--- config.mk ---
export PLATFORM = sky130hd
export DESIGN_NAME = sec_byte_mem
export DESIGN_NICKNAME = d
export VERILOG_FILES = /design/src/rtl/secmem_pkg.sv /design/src/rtl/secmem_encoder.sv /design/src/rtl/secmem_decoder.sv /design/src/rtl/secmem_store.sv /design/src/rtl/sec_byte_mem.sv
export SDC_FILE = /design/constraint.sdc
export NUM_CORES = 2
export LEC_CHECK = 0
export BUFFER_PORTS_ARGS = -buffer_cell sky130_fd_sc_hd__clkbuf_2
export CORE_MARGIN = 2
export CORE_UTILIZATION = 45
export CTS_CLUSTER_DIAMETER = 60
export DETAILED_ROUTE_END_ITERATION = 8
export PLACE_DENSITY = 0.68
export SKIP_LAST_GASP = 1
export SLEW_MARGIN = 15
export SYNTH_ARGS = -nofsm -noshare
export SYNTH_HDL_FRONTEND = slang
export SYNTH_SLANG_ARGS = --single-unit
--- constraint.sdc ---
create_clock -name clk -period 8.4 [get_ports clk]
set_clock_uncertainty 0.15 [all_clocks]
set_input_delay 0.42 -clock clk [delete_from_list [all_inputs] [get_ports clk]]
set_output_delay 0.42 -clock clk [all_outputs]
set_load 0.01 [all_outputs]
--- src/rtl/secmem_pkg.sv ---
`timescale 1ns/1ps
// Shared constants, types and constant functions for the protected
// byte memory. Assumes a Hamming layout over positions 1..CW_W with
// check bits at power-of-two positions; stored bit i holds position i+1.
package secmem_pkg;

    localparam int BYTE_W = 8;
    localparam int LANES  = 4;
    localparam int DATA_W = BYTE_W * LANES;
    localparam int CHK_W  = 6;
    localparam int CW_W   = DATA_W + CHK_W;

    typedef logic [DATA_W-1:0] word_t;
    typedef logic [CW_W-1:0]   cw_t;
    typedef logic [CHK_W-1:0]  syn_t;

    // True when a codeword position (1-based) is reserved for a check bit.
    function automatic bit is_chk_pos(int p);
        return (p & (p - 1)) == 0;
    endfunction

    // Data bit index carried at a non-check position (1-based).
    function automatic int data_index(int p);
        int n;
        n = 0;
        for (int q = 1; q < p; q++) begin
            if (!is_chk_pos(q)) n++;
        end
        return n;
    endfunction

    // Check-bit index for a power-of-two position.
    function automatic int chk_index(int p);
        int k;
        k = 0;
        while ((1 << k) < p) k++;
        return k;
    endfunction

    // Stored bits whose position has bit k set.
    function automatic cw_t cover_mask(int k);
        cw_t m;
        m = '0;
        for (int p = 1; p <= CW_W; p++) begin
            m[p-1] = ((p >> k) & 1) != 0;
        end
        return m;
    endfunction

endpackage

--- src/rtl/secmem_encoder.sv ---
`timescale 1ns/1ps
// Builds a 38-bit codeword from a 32-bit group.
// Assumes the package layout; purely combinational.
module secmem_encoder
    import secmem_pkg::*;
(
    input  word_t data_i,
    output cw_t   cw_o
);

    cw_t  scat;
    syn_t par;

    // Place data bits at their positions, check positions zeroed.
    for (genvar p = 1; p <= CW_W; p++) begin : g_scat
        if (is_chk_pos(p)) begin : g_zero
            assign scat[p-1] = 1'b0;
        end else begin : g_dat
            assign scat[p-1] = data_i[data_index(p)];
        end
    end

    // Each check bit is even parity over the positions it covers.
    for (genvar k = 0; k < CHK_W; k++) begin : g_par
        assign par[k] = ^(scat & cover_mask(k));
    end

    // Insert check bits at power-of-two positions.
    for (genvar p = 1; p <= CW_W; p++) begin : g_out
        if (is_chk_pos(p)) begin : g_chk
            assign cw_o[p-1] = par[chk_index(p)];
        end else begin : g_pass
            assign cw_o[p-1] = scat[p-1];
        end
    end

endmodule

--- src/rtl/secmem_decoder.sv ---
`timescale 1ns/1ps
// Computes the syndrome of a stored codeword and repairs one bit.
// Assumes at most one flipped bit; a syndrome beyond CW_W is left unrepaired.
module secmem_decoder
    import secmem_pkg::*;
(
    input  cw_t   cw_i,
    output word_t data_o,
    output logic  err_o
);

    localparam syn_t LAST_POS = syn_t'(CW_W);

    syn_t syn;
    cw_t  flip;
    cw_t  fixed;

    // Syndrome bit k: parity over every position with bit k set.
    for (genvar k = 0; k < CHK_W; k++) begin : g_syn
        assign syn[k] = ^(cw_i & cover_mask(k));
    end

    // The syndrome names the faulty position; invert it.
    always_comb begin
        flip = '0;
        if (syn != '0 && syn <= LAST_POS) flip = cw_t'(1) << (syn - syn_t'(1));
        fixed = cw_i ^ flip;
    end

    // Gather data bits from their positions.
    for (genvar p = 1; p <= CW_W; p++) begin : g_dat
        if (!is_chk_pos(p)) begin : g_take
            assign data_o[data_index(p)] = fixed[p-1];
        end
    end

    assign err_o = (syn != '0);

endmodule

--- src/rtl/secmem_store.sv ---
`timescale 1ns/1ps
// Flop array of codewords, one per group, with a combinational read port,
// one write port and a test bit-inversion port. The inversion is applied
// on top of a same-edge write to the same group.
module secmem_store
    import secmem_pkg::*;
#(
    parameter int GRP_W = 4
) (
    input  logic             clk,
    input  logic             rst_n,
    input  logic [GRP_W-1:0] rd_grp,
    output cw_t              rd_cw,
    input  logic             wr_en,
    input  logic [GRP_W-1:0] wr_grp,
    input  cw_t              wr_cw,
    input  logic             inj_en,
    input  logic [GRP_W-1:0] inj_grp,
    input  syn_t             inj_bit
);

    localparam int   N_GRP    = 1 << GRP_W;
    localparam syn_t LAST_BIT = syn_t'(CW_W);

    cw_t cells [N_GRP];
    cw_t inj_mask;

    // One-hot inversion mask; out-of-range indices give no inversion.
    always_comb begin
        inj_mask = '0;
        if (inj_bit < LAST_BIT) inj_mask = cw_t'(1) << inj_bit;
    end

    for (genvar g = 0; g < N_GRP; g++) begin : g_cell
        cw_t cell_q;
        cw_t cell_d;

        // Next value: write-back first, then optional test inversion.
        always_comb begin
            cell_d = (wr_en && wr_grp == GRP_W'(g)) ? wr_cw : cell_q;
            if (inj_en && inj_grp == GRP_W'(g)) cell_d = cell_d ^ inj_mask;
        end

        // Hold the codeword; reset to the all-zero codeword.
        always_ff @(posedge clk) begin
            if (!rst_n) cell_q <= '0;
            else        cell_q <= cell_d;
        end

        assign cells[g] = cell_q;
    end

    assign rd_cw = cells[rd_grp];

endmodule

--- src/rtl/sec_byte_mem.sv ---
`timescale 1ns/1ps
// Byte-addressed memory with single-error correction per 4-byte group.
// Reads return one cycle after acceptance. Writes take an extra stall
// cycle to read, correct, merge and re-encode the whole group.
// Assumes requests are presented only when the host samples req_ready.
module sec_byte_mem
    import secmem_pkg::*;
#(
    parameter int ADDR_W = 6
) (
    input  logic              clk,
    input  logic              rst_n,
    input  logic              req_valid,
    input  logic              req_write,
    input  logic [ADDR_W-1:0] req_addr,
    input  logic [7:0]        req_wdata,
    output logic              req_ready,
    output logic              rd_valid,
    output logic [7:0]        rd_data,
    output logic              corr_event,
    input  logic              inj_en,
    input  logic [ADDR_W-3:0] inj_grp,
    input  logic [5:0]        inj_bit
);

    localparam int LANE_W = $clog2(LANES);
    localparam int GRP_W  = ADDR_W - LANE_W;

    logic              wr_pend;
    logic [ADDR_W-1:0] wr_addr;
    logic [7:0]        wr_byte;
    logic              acc_rd;
    logic              acc_wr;
    logic [GRP_W-1:0]  grp_sel;
    cw_t               old_cw;
    cw_t               new_cw;
    word_t             fix_word;
    word_t             merged;
    logic              fix_err;
    logic [7:0]        rd_byte;

    assign req_ready = !wr_pend;
    assign acc_rd    = req_valid && !wr_pend && !req_write;
    assign acc_wr    = req_valid && !wr_pend &&  req_write;

    // The pending write owns the array port during its stall cycle.
    assign grp_sel = wr_pend ? wr_addr[ADDR_W-1:LANE_W] : req_addr[ADDR_W-1:LANE_W];

    secmem_store #(.GRP_W(GRP_W)) u_store (
        .clk     (clk),
        .rst_n   (rst_n),
        .rd_grp  (grp_sel),
        .rd_cw   (old_cw),
        .wr_en   (wr_pend),
        .wr_grp  (wr_addr[ADDR_W-1:LANE_W]),
        .wr_cw   (new_cw),
        .inj_en  (inj_en),
        .inj_grp (inj_grp),
        .inj_bit (inj_bit)
    );

    secmem_decoder u_dec (
        .cw_i   (old_cw),
        .data_o (fix_word),
        .err_o  (fix_err)
    );

    // Replace the addressed lane of the corrected group with the new byte.
    for (genvar l = 0; l < LANES; l++) begin : g_merge
        assign merged[l*BYTE_W +: BYTE_W] =
            (wr_addr[LANE_W-1:0] == LANE_W'(l)) ? wr_byte : fix_word[l*BYTE_W +: BYTE_W];
    end

    secmem_encoder u_enc (
        .data_i (merged),
        .cw_o   (new_cw)
    );

    assign rd_byte = fix_word[{req_addr[LANE_W-1:0], 3'b000} +: BYTE_W];

    // Request capture, read result register and correction pulse.
    always_ff @(posedge clk) begin
        if (!rst_n) begin
            wr_pend    <= 1'b0;
            wr_addr    <= '0;
            wr_byte    <= '0;
            rd_valid   <= 1'b0;
            rd_data    <= '0;
            corr_event <= 1'b0;
        end else begin
            wr_pend    <= acc_wr;
            rd_valid   <= acc_rd;
            corr_event <= (acc_rd || wr_pend) && fix_err;
            if (acc_wr) begin
                wr_addr <= req_addr;
                wr_byte <= req_wdata;
            end
            if (acc_rd) rd_data <= rd_byte;
        end
    end

endmodule

# Word level (Yosys, flattened, before mapping)
# Cells that the tools add are included.
dict set report op_classes {
  multipliers 0
  bitwise_logic 18
  n_shift 3
  n_reduce_logical 56
  eq_ne 33
  order_cmp 3
  div 0
  muxes 42
  addsub 1
}
# operator n
set ops {}
lappend ops {{$mux W38} 36}
lappend ops {{$xor A38 B38 Y38} 17}
lappend ops {{$reduce_xor A38 Y1} 12}
lappend ops {{$bmux W38 S4} 1}
lappend ops {{$shl A1 B6 Y38 const A} 2}
lappend ops {{$eq A4 B4 Y1 const B} 16}
lappend ops {{$logic_and A1 B1 Y1} 37}
lappend ops {{$eq A4 B3 Y1 const B} 8}
lappend ops {{$mux W8} 4}
lappend ops {{$shiftx A32 B6 Y8} 1}
lappend ops {{$eq A4 B2 Y1 const B} 4}
lappend ops {{$eq A4 B1 Y1 const B} 2}
lappend ops {{$logic_not A4 Y1} 2}
lappend ops {{$le A6 B6 Y1 const B} 1}
lappend ops {{$lt A6 B6 Y1 const B} 1}
lappend ops {{$reduce_bool A6 Y1} 1}
lappend ops {{$sub A6 B1 Y6 const B} 1}
lappend ops {{$ge A5 B5 Y1 const B} 1}
lappend ops {{$not A4 Y5} 1}
lappend ops {{$eq A2 B2 Y1 const B} 2}
lappend ops {{$mux W4} 1}
lappend ops {{$eq A2 B1 Y1 const B} 1}
lappend ops {{$logic_not A1 Y1} 2}
lappend ops {{$logic_not A2 Y1} 1}
lappend ops {{$logic_or A1 B1 Y1} 1}
dict set report word_totals {
  n_memories 0
  ram_bits 0
  rom_bits 0
  register_bits 633
  out_inout_bits 11
  latch_bits 0
}

# Logic depth before layout (Yosys ltp)
dict set report logic_depth {
  word_depth 15
  mapped_depth 26
}

# By module
# From an unflattened synthesis, not the netlist that was laid out.
dict set report hier_totals {
  cells_unflattened 5662
  hier_area_um2 47265.3
}
# mod cells_each n_inst area_per_inst_um2
set modules_own_cells {}
lappend modules_own_cells {secmem_store 5281 1 43518.0}
lappend modules_own_cells {sec_byte_mem 151 1 1571.5}
lappend modules_own_cells {secmem_decoder 145 1 1387.6}
lappend modules_own_cells {secmem_encoder 85 1 788.3}

# Worst setup path after synthesis
# No wires, ideal clock.
dict set report synth_timing {
  path_type {register to register}
  startpoint {reg wr_pend}
  endpoint {reg u_store.g_cell[11].cell_q[7]}
  arrival_time_ps 5730
  setup_time_ps 115
  stages_incl_launch_ff 24
  period_less_slack_ps 5995
  path_buffers 5
  path_slack_ps 2405
  path_cell_list {dfxtp_1 mux2_2 buf_2 buf_2 buf_2 mux4_2 a22oi_1 nand2_1 xnor2_1 xnor2_1 xnor2_4 xnor3_2 nor3_4 o21ai_0 xor2_1 o21a_1 clkbuf_1 xnor3_1 xnor3_1 xnor2_2 buf_2 mux2i_1 xnor2_1 and2_1}
}
dict set report synth_via {
  elab_chain_len 15
  elab_cells_between_ends 27
  classes_between {add/sub (1); order compare (1); shift (1); mux (11); bitwise (3); reduce/logical (10)}
}
# item line
set synth_lines {}
lappend synth_lines {{start: declaration} sec_byte_mem.sv:29} ;# logic wr_pend;
lappend synth_lines {{start signal: assignment} sec_byte_mem.sv:91} ;# wr_pend <= acc_wr;
lappend synth_lines {{$mux W4} sec_byte_mem.sv:47} ;# assign grp_sel = wr_pend ? wr_addr[ADDR_W-1:LANE_W] : req_addr[ADDR_W-1:LANE_W];
lappend synth_lines {{$not A4 Y5 (not written as such)} secmem_store.sv:53} ;# assign rd_cw = cells[rd_grp];
lappend synth_lines {{$bmux W38 S4} secmem_store.sv:53}
lappend synth_lines {{$mux W38 (not written as such) (2 in series)} secmem_store.sv:53}
lappend synth_lines {{$reduce_xor A38 Y1} secmem_decoder.sv:20} ;# assign syn[k] = ^(cw_i & cover_mask(k));
lappend synth_lines {{$sub A6 B1 Y6, or another cell as far along} secmem_decoder.sv:26} ;# if (syn != '0 && syn <= LAST_POS) flip = cw_t'(1) << (syn - syn_t'(1));
lappend synth_lines {{$shl A1 B6 Y38 / $logic_and A1 B1 Y1 (equally long branches)} secmem_decoder.sv:26}
lappend synth_lines {{$mux W38} secmem_decoder.sv:26}
lappend synth_lines {{$xor A38 B38 Y38} secmem_decoder.sv:27} ;# fixed = cw_i ^ flip;
lappend synth_lines {{$mux W8} sec_byte_mem.sv:71} ;# (wr_addr[LANE_W-1:0] == LANE_W'(l)) ? wr_byte : fix_word[l*BYTE_W +: BYTE_W];
lappend synth_lines {{$reduce_xor A38 Y1} secmem_encoder.sv:25} ;# assign par[k] = ^(scat & cover_mask(k));
lappend synth_lines {{$mux W38 (*)} secmem_store.sv:40} ;# cell_d = (wr_en && wr_grp == GRP_W'(g)) ? wr_cw : cell_q;
lappend synth_lines {{$xor A38 B38 Y38} secmem_store.sv:41} ;# if (inj_en && inj_grp == GRP_W'(g)) cell_d = cell_d ^ inj_mask;
lappend synth_lines {{$mux W38 (*)} secmem_store.sv:41}
lappend synth_lines {{end signal: assignment} secmem_store.sv:47} ;# else cell_q <= cell_d;
lappend synth_lines {{end: declaration} secmem_store.sv:35} ;# cw_t cell_q;
# Mark *: on every way between the ends. The rest lies on a longest branch, timed or not. The select of a mux whose other input is x is not followed.
# A chain may end at the register's enable or synchronous reset.

# Worst setup path after layout
dict set report layout_timing {
  startpoint {reg wr_addr[2]}
  endpoint {reg u_store.g_cell[15].cell_q[15]}
}
dict set report layout_via {
  elab_chain_len 15
  elab_cells_between_ends 27
  classes_between {add/sub (1); order compare (1); eq/ne (1); shift (1); mux (10); bitwise (3); reduce/logical (10)}
}
# item line
set layout_lines {}
lappend layout_lines {{start: declaration} sec_byte_mem.sv:30} ;# logic [ADDR_W-1:0] wr_addr;
lappend layout_lines {{start signal: assignment} sec_byte_mem.sv:95} ;# wr_addr <= req_addr;
lappend layout_lines {{$mux W4} sec_byte_mem.sv:47}
lappend layout_lines {{$not A4 Y5 (not written as such)} secmem_store.sv:53}
lappend layout_lines {{$bmux W38 S4} secmem_store.sv:53}
lappend layout_lines {{$mux W38 (not written as such) (2 in series)} secmem_store.sv:53}
lappend layout_lines {{$reduce_xor A38 Y1} secmem_decoder.sv:20}
lappend layout_lines {{$sub A6 B1 Y6, or another cell as far along} secmem_decoder.sv:26}
lappend layout_lines {{$shl A1 B6 Y38 / $logic_and A1 B1 Y1 (equally long branches)} secmem_decoder.sv:26}
lappend layout_lines {{$mux W38} secmem_decoder.sv:26}
lappend layout_lines {{$xor A38 B38 Y38} secmem_decoder.sv:27}
lappend layout_lines {{$mux W8} sec_byte_mem.sv:71}
lappend layout_lines {{$reduce_xor A38 Y1} secmem_encoder.sv:25}
lappend layout_lines {{$mux W38 (*)} secmem_store.sv:40}
lappend layout_lines {{$xor A38 B38 Y38} secmem_store.sv:41}
lappend layout_lines {{$mux W38 (*)} secmem_store.sv:41}
lappend layout_lines {{end signal: assignment} secmem_store.sv:47}
lappend layout_lines {{end: declaration} secmem_store.sv:35}
# Marked as above.

==> impl_metrics.tcl <==
set metrics [dict create \
    outcome "completed" \
    drc 0 \
    power.density_nw_per_um2 188 \
    fin_crit_sh 0.941 \
    yosysSeqAreaShare 0.317 \
    dieWidth_um 302 \
    synth-seq-cells 633 \
    cts_tree "done" \
    synth_cells 5067 \
    seq_area_um2 12700 \
    crit_start "wr_addr[2]" \
    synthTopCellsByArea "dfxtp_1, xnor2_1, nand2_1" \
    r2r_end "u_store.g_cell[15].cell_q[15]" \
    max_freq_ghz 0.127 \
    clk_latency_ps 640 \
    endpoint_kind "flip-flop" \
    gp_congestion 1.04 \
    slowest_delay_ps 770 \
    clock_sinks 633 \
    vias 35500 \
    wl_per_cell_um 23.7 \
    tightest_slew_ps 1230 \
    synth_area_per_cell_um2 7.90 \
    grt_first_pass_wirelength_mm 215 \
    io_buffers 39 \
    p_leak_uw 0.0143 \
    min_path_cells 3 \
    drt-initial-drc-count 4277 \
    cts_buffers 74 \
    path_clk_slew_ps 60 \
    die_y_um 302 \
    worst_r2r_path_depth 22 \
    std_cell_rows 109 \
    yosys-top-cells-count "nand2_1, dfxtp_1, xnor2_1" \
    cts_setup_buffers 0 \
    nFillCells 8273 \
    cp_cell_sequence "mux2_8 -> buf_4 -> mux4_2 -> a22oi_1 -> nand2_1 -> xnor2_1 -> xnor3_1 -> xnor3_2 -> xor2_4 -> buf_4 -> nor3_2 -> buf_4 -> o2111ai_1 -> nand3_1 -> xnor2_1 -> xor2_1 -> xnor3_1 -> xor2_1 -> buf_4 -> o21ai_0 -> xnor2_1 -> and2_1" \
    finalCriticalPeriod_ps 7900 \
    slew_violations 0 \
    cp-endpoint "u_store.g_cell[15].cell_q[15]" \
    hold_viol_final 0 \
    first_pass_iters 6 \
    grt-ovfl-total 0 \
    maxCapViolCount 0 \
    grt_pass1_vias 33300 \
    avgViaCountPerCell 5.78 \
    worstPathArrival_ps 8280 \
    rsz0062_at_grt "no" \
    yosysWarnings 0 \
    ant_nets 0 \
    cts_htree_levels 3 \
    yosysMostFrequentCell "nand2_1" \
    ioPinCount 40 \
    dp_hpwl_mm 88.5 \
    worst_setup_path_start_kind "flip-flop" \
    post_synth_num_cell_types 72 \
    path_max_fanout 27 \
    drive_gt1_frac 0.101 \
    grt_max_degree 241 \
    antenna_found_initial 4 \
    slew_headroom 0.175 \
    worst-setup-path-type "flip-flop to flip-flop" \
    yosysTopAreaCellShare 0.317 \
    setup_violations 0 \
    synthArstFlopShare 0 \
    synth_area_um2 40000 \
    synth_flop_cell "dfxtp_1" \
    fin_nets 4956 \
    multi_input_area_um2 26100 \
    finalWirelength_mm 146 \
    synth_top_cell_by_area "dfxtp_1" \
    clockBufferDepth 3 \
    setup_tns_ps 0 \
    worstPathRequired_ps 8770 \
    core_region_area_um2 88200 \
    worst_path_most_repeated_cell "buf_4" \
    rrSetupSlack_ps 500 \
    hp-class "input pin to flip-flop" \
    grt_usage 0.313 \
    die_area_um2 91400 \
    synth-edff-count 0 \
    start_util 0.454 \
    reg2reg_from "wr_addr[2]" \
    area_growth_pct 10.0 \
    syn-num-nets 5096 \
    utilization 0.499 \
    crit_path_top_delay_cell "dfxtp_1" \
    clockRootBuffer "clkbuf_16" \
    vdd_drop_max_v 0.000180 \
]
[critical path, delay by kind of cell (launching register included)]
| family | cells | cell delay [ps] |
|---|---|---|
| and+or+nand+nor | 4 | 1070 |
| muxes | 2 | 1090 |
| xor gates and xnor gates | 9 | 3010 |
| buffers and inverters | 4 | 1090 |
| AOI/OAI and AO/OA | 3 | 510 |
| DFF | 1 | 770 |
[logic make-up after synthesis]
| kind of cell | synth area share |
|---|---|
| flops | 0.317 |
| xor+xnor | 0.172 |
| mux | 0.101 |
| compound gates | 0.104 |
| buf+inv | 0.0402 |
| simple gates | 0.267 |
[state kept, by name, indices dropped and copies added, names as in the netlist]
register,flops
wr_pend,1
rd_valid,1
u_store.g_cell.cell_q,608
wr_addr,6
rd_data,8
wr_byte,8
corr_event,1
[routing by layer]
| layer | routed length [µm] | GRT usage | share of wire |
|---|---|---|---|
| met4 | 7820 | 0.161 | 0.054 |
| met1 | 58100 | 0.405 | 0.40 |
| met2 | 64900 | 0.491 | 0.45 |
| met5 | 42 | 0 | 0.00029 |
| met3 | 14700 | 0.0675 | 0.10 |
[placed cells by master (no fill, tap or decap), types with 7 or more instances in the layout]
cell type,count
nor2_1,369
nand3_1,62
mux2_2,7
nand4_1,10
xnor3_1,18
clkbuf_2,38
or3_1,8
mux4_2,128
nor3_2,7
clkbuf_16,77
dlygate4sd3_1,10
mux2i_4,7
a21boi_0,21
nor2_2,12
nand2_4,10
xor2_1,87
a31oi_1,7
a311oi_1,8
and3_1,8
clkinv_2,11
clkbuf_8,10
and3b_1,10
xnor2_1,624
o21ai_1,22
nand2_1,1113
nor3_1,32
o21ai_0,552
a22oi_1,47
buf_12,9
clkbuf_1,17
a21oi_1,16
dfxtp_1,633
and2_1,360
buf_4,119
nor2b_1,265
nand2b_1,17
mux2i_1,91
o2111ai_1,14
[how the worst min path moves through the flow]
stage	from	endpoint	slack, ps
3_5_place_dp	rd_data[3]	rd_data[3]	350
6_report	req_addr[3]	wr_addr[3]	30
3_3_place_gp	rd_data[3]	rd_data[3]	350
2_1_floorplan	wr_byte[4]	wr_byte[4]	310
5_1_grt	req_wdata[6]	wr_byte[6]	70
4_1_cts	req_wdata[6]	wr_byte[6]	8
[stage by stage]
| step | std cells | setup slack [ps] | total power [µW] | cell area [µm²] | hold WS, ps |
|---|---|---|---|---|---|
| detailed placement | 6006 | 527 | 4940 | 41500 | 353 |
| finish | 6147 | 497 | 8280 | 44100 | 32.0 |
| global route | 6145 | 216 | 8460 | 44000 | 66.6 |
| CTS | 6145 | 502 | 8230 | 44000 | 8.16 |
| global placement | 6006 | 418 | 4930 | 41500 | 346 |
| floorplan | 5067 | 2410 | 4300 | 40000 | 307 |
[power by group]
group	leakage, µW	total, µW	switching [µW]	internal [µW]
Clock	0.00119	3340	1390	1950
Combinational	0.00799	1890	1290	604
Sequential	0.00510	3040	20.6	3020
[area by class of cell]
class | count | area share
Sequential cell | 633 | 0.288
Tap cell | 1165 | 0.0331
Multi-Input combinational cell | 4035 | 0.592
Timing Repair Buffer | 177 | 0.0313
Inverter | 6 | 0.000511
Antenna cell | 2 | 0.000114
Clock buffer | 104 | 0.0483
Clock inverter | 25 | 0.00687
[repair_timing]
item / CTS / global route
hold buffers: 10 / 0
gates resized for setup: 0 / 1
setup endpoints to repair: 0 / 3
endpoints found under the hold margin: 10 / 0
(Power assumes the default switching activity.)
